<file path="src/rtl/ctx_save_pkg.sv">
package ctx_save_pkg;

  typedef enum logic [1:0] {
    ST_IDLE = 2'd0,
    ST_PUSH = 2'd1,
    ST_DONE = 2'd2
  } ctx_state_e;

  localparam int unsigned CTX_BYTES = 4;
  localparam int unsigned BYTE_W    = 8;

endpackage

</file>
<file path="src/rtl/ctx_sp_select.sv">
module ctx_sp_select #(
  parameter int unsigned SP_W   = 16,
  parameter int unsigned SWN_W  = 8,
  parameter int unsigned USR_LO = 32,
  parameter int unsigned USR_HI = 63
) (
  input  logic [SP_W-1:0]  isp_i,
  input  logic [SP_W-1:0]  usp_i,
  input  logic             uflag_i,
  input  logic             sw_int_i,
  input  logic [SWN_W-1:0] swnum_i,
  output logic             use_usr_o,
  output logic [SP_W-1:0]  sp_base_o
);

  localparam logic [SWN_W-1:0] LO_CODE = SWN_W'(USR_LO);
  localparam logic [SWN_W-1:0] HI_CODE = SWN_W'(USR_HI);

  logic in_window;

  always_comb begin
    in_window = (swnum_i >= LO_CODE) && (swnum_i <= HI_CODE);
    use_usr_o = sw_int_i && in_window && uflag_i;
    sp_base_o = use_usr_o ? usp_i : isp_i;
  end

endmodule

</file>
<file path="src/rtl/ctx_byte_pack.sv">
module ctx_byte_pack
  import ctx_save_pkg::*;
#(
  parameter int unsigned PC_W  = 20,
  parameter int unsigned FLG_W = 16,
  parameter int unsigned SP_W  = 16
) (
  input  logic [PC_W-1:0]   pc_i,
  input  logic [FLG_W-1:0]  flg_i,
  input  logic [SP_W-1:0]   sp_base_i,
  output logic [BYTE_W-1:0] byte_o [CTX_BYTES],
  output logic [SP_W-1:0]   addr_o [CTX_BYTES]
);

  localparam int unsigned PCH_W = PC_W - 2 * BYTE_W;
  localparam int unsigned IPL_W = BYTE_W - PCH_W;

  // Saved bytes, listed in write order
  always_comb begin
    byte_o[0] = {flg_i[FLG_W-1 -: IPL_W], pc_i[PC_W-1 -: PCH_W]};
    byte_o[1] = flg_i[BYTE_W-1:0];
    byte_o[2] = pc_i[2*BYTE_W-1:BYTE_W];
    byte_o[3] = pc_i[BYTE_W-1:0];
  end

  // Slot k sits k+1 bytes below the captured pointer
  for (genvar k = 0; k < CTX_BYTES; k++) begin : g_addr
    assign addr_o[k] = sp_base_i - SP_W'(k + 1);
  end

endmodule

</file>
<file path="src/rtl/ctx_save_fsm.sv">
module ctx_save_fsm
  import ctx_save_pkg::*;
#(
  parameter int unsigned NBYTES = CTX_BYTES
) (
  input  logic                        clk,
  input  logic                        rst_n,
  input  logic                        ack_i,
  output ctx_state_e                  state_o,
  output logic [$clog2(NBYTES)-1:0]   idx_o,
  output logic                        load_o
);

  localparam int unsigned IDX_W = $clog2(NBYTES);
  localparam logic [IDX_W-1:0] LAST_IDX = IDX_W'(NBYTES - 1);

  ctx_state_e       state_q, state_d;
  logic [IDX_W-1:0] idx_q, idx_d;
  logic             step_en;

  always_comb begin
    state_d = state_q;
    idx_d   = idx_q;
    load_o  = 1'b0;
    unique case (state_q)
      ST_IDLE: begin
        if (ack_i) begin
          state_d = ST_PUSH;
          idx_d   = '0;
          load_o  = 1'b1;
        end
      end
      ST_PUSH: begin
        if (idx_q == LAST_IDX) begin
          state_d = ST_DONE;
        end else begin
          idx_d = idx_q + 1'b1;
        end
      end
      ST_DONE: state_d = ST_IDLE;
      default: state_d = ST_IDLE;
    endcase
  end

  assign step_en = (state_q != ST_IDLE) || ack_i;

  always_ff @(posedge clk or negedge rst_n) begin
    if (!rst_n) begin
      state_q <= ST_IDLE;
      idx_q   <= '0;
    end else if (step_en) begin
      state_q <= state_d;
      idx_q   <= idx_d;
    end
  end

  assign state_o = state_q;
  assign idx_o   = idx_q;

  AST_BUSY_IGNORES_ACK: assert property (@(posedge clk) disable iff (!rst_n)
    (state_q == ST_PUSH && ack_i) |=> (state_q != ST_IDLE));

  AST_BURST_STARTS_AT_ZERO: assert property (@(posedge clk) disable iff (!rst_n)
    (state_q == ST_PUSH && $past(state_q) == ST_IDLE) |-> (idx_q == '0));

  AST_DONE_AFTER_LAST: assert property (@(posedge clk) disable iff (!rst_n)
    (state_q == ST_DONE) |-> ($past(state_q) == ST_PUSH && $past(idx_q) == LAST_IDX));

endmodule

</file>
<file path="src/rtl/ctx_save_seq.sv">
module ctx_save_seq
  import ctx_save_pkg::*;
#(
  parameter int unsigned PC_W   = 20,
  parameter int unsigned FLG_W  = 16,
  parameter int unsigned SP_W   = 16,
  parameter int unsigned SWN_W  = 8,
  parameter int unsigned USR_LO = 32,
  parameter int unsigned USR_HI = 63
) (
  input  logic              clk,
  input  logic              rst_n,
  input  logic              ack_i,
  input  logic [PC_W-1:0]   pc_i,
  input  logic [FLG_W-1:0]  flg_i,
  input  logic [SP_W-1:0]   isp_i,
  input  logic [SP_W-1:0]   usp_i,
  input  logic              uflag_i,
  input  logic              sw_int_i,
  input  logic [SWN_W-1:0]  swnum_i,
  output logic              mem_we_o,
  output logic [SP_W-1:0]   mem_addr_o,
  output logic [BYTE_W-1:0] mem_wdata_o,
  output logic              sp_we_o,
  output logic              sp_user_o,
  output logic [SP_W-1:0]   sp_new_o,
  output logic              done_o
);

  localparam int unsigned IDX_W = $clog2(CTX_BYTES);

  ctx_state_e        state;
  logic [IDX_W-1:0]  idx;
  logic              load_en;
  logic              sel_usr;
  logic [SP_W-1:0]   sel_base;

  logic [PC_W-1:0]   pc_q;
  logic [FLG_W-1:0]  flg_q;
  logic [SP_W-1:0]   base_q;
  logic              usr_q;

  logic [BYTE_W-1:0] slot_byte [CTX_BYTES];
  logic [SP_W-1:0]   slot_addr [CTX_BYTES];

  ctx_save_fsm #(.NBYTES(CTX_BYTES)) u_fsm (
    .clk     (clk),
    .rst_n   (rst_n),
    .ack_i   (ack_i),
    .state_o (state),
    .idx_o   (idx),
    .load_o  (load_en)
  );

  ctx_sp_select #(
    .SP_W   (SP_W),
    .SWN_W  (SWN_W),
    .USR_LO (USR_LO),
    .USR_HI (USR_HI)
  ) u_sel (
    .isp_i     (isp_i),
    .usp_i     (usp_i),
    .uflag_i   (uflag_i),
    .sw_int_i  (sw_int_i),
    .swnum_i   (swnum_i),
    .use_usr_o (sel_usr),
    .sp_base_o (sel_base)
  );

  // Context capture, enabled only on an accepted acknowledge
  always_ff @(posedge clk or negedge rst_n) begin
    if (!rst_n) begin
      pc_q   <= '0;
      flg_q  <= '0;
      base_q <= '0;
      usr_q  <= 1'b0;
    end else if (load_en) begin
      pc_q   <= pc_i;
      flg_q  <= flg_i;
      base_q <= sel_base;
      usr_q  <= sel_usr;
    end
  end

  ctx_byte_pack #(
    .PC_W  (PC_W),
    .FLG_W (FLG_W),
    .SP_W  (SP_W)
  ) u_pack (
    .pc_i      (pc_q),
    .flg_i     (flg_q),
    .sp_base_i (base_q),
    .byte_o    (slot_byte),
    .addr_o    (slot_addr)
  );

  always_comb begin
    mem_we_o    = (state == ST_PUSH);
    mem_addr_o  = slot_addr[idx];
    mem_wdata_o = slot_byte[idx];
    done_o      = (state == ST_DONE);
    sp_we_o     = done_o;
    sp_user_o   = usr_q;
    sp_new_o    = base_q - SP_W'(CTX_BYTES);
  end

  AST_ADDR_STEP_DOWN: assert property (@(posedge clk) disable iff (!rst_n)
    (mem_we_o && $past(mem_we_o)) |-> (mem_addr_o == $past(mem_addr_o) - SP_W'(1)));

  AST_DONE_FOLLOWS_WRITE: assert property (@(posedge clk) disable iff (!rst_n)
    done_o |-> $past(mem_we_o));

  AST_DONE_SINGLE: assert property (@(posedge clk) disable iff (!rst_n)
    done_o |=> !done_o);

  AST_SP_MATCHES_LAST: assert property (@(posedge clk) disable iff (!rst_n)
    done_o |-> (sp_new_o == $past(mem_addr_o)));

  AST_WRITE_NOT_DONE: assert property (@(posedge clk) disable iff (!rst_n)
    !(mem_we_o && done_o));

  AST_FIELDS_HELD: assert property (@(posedge clk) disable iff (!rst_n)
    (mem_we_o && $past(mem_we_o)) |-> $stable(sp_new_o));

endmodule

</file>
<file path="config.mk">
export PLATFORM = sky130hd
export DESIGN_NAME = ctx_save_seq
export DESIGN_NICKNAME = d
export VERILOG_FILES = /design/src/rtl/ctx_save_pkg.sv /design/src/rtl/ctx_sp_select.sv /design/src/rtl/ctx_byte_pack.sv /design/src/rtl/ctx_save_fsm.sv /design/src/rtl/ctx_save_seq.sv
export SDC_FILE = /design/constraint.sdc
export NUM_CORES = 1
export LEC_CHECK = 0
export CAP_MARGIN = 40
export CORE_MARGIN = 4
export CORE_UTILIZATION = 40
export CTS_BUF_LIST = sky130_fd_sc_hd__clkbuf_8 sky130_fd_sc_hd__clkbuf_16
export CTS_CLUSTER_DIAMETER = 80
export DETAILED_ROUTE_END_ITERATION = 10
export GPL_TIMING_DRIVEN = 0
export HOLD_SLACK_MARGIN = 0.03
export PLACE_DENSITY = 0.75
export SLEW_MARGIN = 20
export SYNTH_ARGS = -nofsm -noshare
export SYNTH_HDL_FRONTEND = slang
export SYNTH_SLANG_ARGS = --single-unit
export TNS_END_PERCENT = 20
</file>
<file path="constraint.sdc">
create_clock -name clk -period 3.7 [get_ports clk]
set_input_delay 0.37 -clock clk [delete_from_list [all_inputs] [get_ports clk]]
set_output_delay 0.37 -clock clk [all_outputs]
set_load 0.005 [all_outputs]
</file>
==> impl_table.tex <==
\begin{tabular}{lr}
\hline
Metric & Value \\
\hline
\multicolumn{2}{l}{\textbf{Logic synthesis}} \\
Cell area after synthesis & 3140 um2 \\
Top flip-flop cell by instance count after synthesis & sky130\_fd\_sc\_hd\_\_dfrtp\_1 \\
Share of synthesized flip-flops with an asynchronous set or reset & 1.00 \\
Syn Inst Count & 280 \\
Number of synthesized flops with an enable pin & 0 \\
Number of distinct library cells after synthesis & 38 \\
Avg Cell Area, Syn & 11.2 um2 \\
Synthesized net count & 369 \\
Sequential share of the synthesized area & 0.423 \\
Number of storage elements in the synthesis netlist & 53 \\
Yosys Warn Count & 0 \\
\multicolumn{2}{l}{\textbf{Global routing}} \\
Pin count of the biggest net entering global routing & 54 \\
Met2 Resource Use GR & 0.291 \\
Met3 Resource Use GR & 0.0287 \\
Wire length of the first global-routing pass & 12,300 um \\
Peak-usage layer in the global routing report & met2 \\
Number of antenna violations at the first check in global routing & 0 \\
Met1 Use GR & 0.228 \\
Total GRT Usage & 0.174 \\
Vias in the first global route & 2,534 \\
Global route overflow & 0 \\
\multicolumn{2}{l}{\textbf{STA}} \\
Worst path setup slack after routing & 358 ps \\
Slew of the pin with the lowest slew margin & 662 ps \\
Final hold violations & 0 \\
Total negative slack for setup checks & 0 ps \\
Max-slew headroom at the worst pin & 0.558 \\
Unrepaired setup endpoints after global routing & no \\
Final critical-path share of the clock period & 0.903 \\
Number of pins with negative max-slew slack in the final report & 0 \\
Clock tree skew after final layout & 5.24 ps \\
Final worst path period need & 3340 ps \\
Final setup violation count & 0 \\
FMAX & 0.299 GHz \\
\multicolumn{2}{l}{\textbf{Min path}} \\
Worst hold path class & in -> async \\
\multicolumn{2}{l}{\textbf{Critical path}} \\
FF-to-FF End & base\_q[9]\$\_DFFE\_PN0P\_ \\
Slowest stage cell on the critical path & sky130\_fd\_sc\_hd\_\_clkdlybuf4s50\_1 \\
Reg2reg path depth & 5 \\
Biggest fanout along the worst timing path & 10 \\
Cell-by-cell listing of the critical path & clkbuf\_1 > inv\_2 > ha\_1 > nor3b\_4 > nand3\_1 > nor4\_1 > xor2\_1 > clkdlybuf4s50\_1 \\
Number of logic stages on the critical path including buffering & 8 \\
Register-to-register setup slack & 1840 ps \\
Endpoint kind of the worst setup timing path & primary output \\
End of the critical path & mem\_addr\_o[14] \\
Setup Crit Path Kind & reg -> out \\
Max incr delay on CP & 520 ps \\
Category of the worst setup path launch point & flip-flop \\
Worst path top cell family by delay & buffers and inverters \\
Critical path required time & 3330 ps \\
Critical path origin & base\_q[2]\$\_DFFE\_PN0P\_ \\
Launch instance of the worst register-to-register path & u\_fsm.state\_o[1]\$\_DFFE\_PN0P\_ \\
Data arrival, critical path & 2970 ps \\
Buffer and inverter count on the worst path & 3 \\
\multicolumn{2}{l}{\textbf{Floorplanning}} \\
Vertical extent of the die & 96.6 um \\
Die area & 9320 um2 \\
Core area & 7690 um2 \\
Cell row count & 32 \\
Horizontal extent of the die & 96.6 um \\
IO Pins & 125 \\
Initial core utilization & 0.408 \\
\multicolumn{2}{l}{\textbf{Place}} \\
Port Buffer Count & 115 \\
Gpl congestion & 0.845 \\
Post-DP HPWL & 6200 um \\
Worst slack at placement & 597 ps \\
\multicolumn{2}{l}{\textbf{Detailed routing}} \\
Vias/cell & 4.91 \\
Drt first pass iters & 4 \\
Remaining design rule violation count & 0 \\
Wire length per cell after detailed routing & 15.4 um \\
Number of vias in the routed layout & 2,479 \\
Violation count after the first detailed-routing iteration & 84 \\
Total routed wirelength & 7790 um \\
DRT antenna net count & 0 \\
\multicolumn{2}{l}{\textbf{Layout}} \\
Commonest cells after routing, fill and taps aside & 114 x sky130\_fd\_sc\_hd\_\_clkdlybuf4s50\_1, 53 x sky130\_fd\_sc\_hd\_\_dfrtp\_1, 34 x sky130\_fd\_sc\_hd\_\_mux2\_2 \\
Number of nets in the final layout & 491 \\
Fraction of final layout cells with drive strength greater than 1 & 0.186 \\
Most common library cell in the layout ignoring fill and taps & sky130\_fd\_sc\_hd\_\_clkdlybuf4s50\_1 \\
Fill cell count & 702 \\
Inserted Diodes & 0 \\
Area growth from synthesis to final layout & 43.6\% \\
\multicolumn{2}{l}{\textbf{Pwr}} \\
Largest vdd supply drop & 0.394 mV \\
Power per standard cell area & 776 nW/um2 \\
Leakage power & 0.00175 uW \\
\multicolumn{2}{l}{\textbf{Clock tree}} \\
Clk Latency, worst-skew pair & 310 ps \\
CTS H-tree depth & 2 \\
Cell chosen for the clock root & sky130\_fd\_sc\_hd\_\_clkbuf\_8 \\
CTS max path bufs & 2 \\
Clock transition at the register clock pins on the worst setup and hold paths after CTS & 90 ps \\
TritonCTS clock tree & yes \\
Sink count of the clock tree & 53 \\
Setup repair bufs after CTS & 0 \\
Number of CTS-inserted buffers & 5 \\
\multicolumn{2}{l}{\textbf{Run}} \\
Max\_cap viols & 0 \\
\multicolumn{2}{l}{\textbf{Status}} \\
Result of the run & completed \\
\hline
\end{tabular}
power breakdown:
part / total, uW / internal (uW) / switching, uW / leakage [uW]
clock: 327 / 133 / 194 / 0.0000364
combinational: 2110 / 1260 / 848 / 0.00110
sequential: 1060 / 864 / 196 / 0.000616
total: 3490 / 2260 / 1240 / 0.00175
state kept, by name, indices dropped and copies added (netlist names):
register,cells
pc_q,20
base_q,16
flg_q,12
u_fsm.idx_o,2
u_fsm.state_o,2
sp_user_o,1
kinds of logic (layout without fill, tap and decap cells):
family	count (synthesis)	after routing	synth area share
xor gates and xnor gates	29	29	0.0810
buffers and inverters	32	155	0.0499
adders and majority gates	8	8	0.0319
AOI/OAI and AO/OA	27	27	0.0527
muxes	60	60	0.237
and+or+nand+nor	71	71	0.125
DFF	53	53	0.423
repair_timing:
action,in CTS,in global routing
hold buffers,0,0
resized for setup,0,1
endpoints found under the setup margin,0,2
how the worst min path moves through the flow:
stage	slack, ps	from	cells after the start	to
global route	140	rst_n	1	pc_q[16]$_DFFE_PN0P_
finish	80	rst_n	1	flg_q[1]$_DFFE_PN0P_
floorplan	70	rst_n	0	base_q[0]$_DFFE_PN0P_
global placement	480	flg_q[4]$_DFFE_PN0P_	1	flg_q[4]$_DFFE_PN0P_
CTS	100	rst_n	1	pc_q[14]$_DFFE_PN0P_
detailed placement	440	rst_n	1	flg_q[1]$_DFFE_PN0P_
layout make-up:
type	instances	area, um2	share of cell area
well taps	102	128	0.0283
clock buffers	5	68.8	0.0153
inverters	8	30.0	0.00667
repair buffers	115	1150	0.255
plain buffers	24	126	0.0281
clock inverters	3	22.5	0.00500
multi-input cells	195	1650	0.367
flip-flops and latches	53	1330	0.294
through the flow:
step	area, um2	instances	utilization	hold slack [ps]	total power [uW]
finish	4500	505	0.586	81.8	3490
global route	4500	505	0.586	135	3760
CTS	4500	505	0.586	95.6	3530
detailed placement	4410	497	0.574	439	3200
global placement	4420	497	0.574	485	3150
floorplan	3140	280	-	74.4	2190
metal layers:
metal | share of wire | wire, um | up-vias
li1 | - | - | 1220
met1 | 0.42 | 3260 | 1192
met2 | 0.52 | 4050 | 59
met3 | 0.047 | 363 | 8
met4 | 0.014 | 112 | 0
met5 | 0 | 0 | -
synth_stat cells (8+ instances only):
| cell | n | share of area |
|---|---|---|
| sky130_fd_sc_hd__dfrtp_1 | 53 | 0.42 |
| sky130_fd_sc_hd__mux2_2 | 34 | 0.12 |
| sky130_fd_sc_hd__nor2_1 | 25 | 0.030 |
| sky130_fd_sc_hd__a21oi_1 | 18 | 0.029 |
| sky130_fd_sc_hd__mux2i_1 | 18 | 0.057 |
| sky130_fd_sc_hd__xnor2_1 | 18 | 0.050 |
| sky130_fd_sc_hd__buf_2 | 11 | 0.018 |
| sky130_fd_sc_hd__xor2_1 | 11 | 0.031 |
| sky130_fd_sc_hd__ha_1 | 8 | 0.032 |
| sky130_fd_sc_hd__inv_1 | 8 | 0.0096 |
| sky130_fd_sc_hd__mux4_2 | 8 | 0.057 |
| sky130_fd_sc_hd__nand2_1 | 8 | 0.0096 |
| sky130_fd_sc_hd__nor2b_1 | 8 | 0.016 |
(Power assumes the default switching activity.)
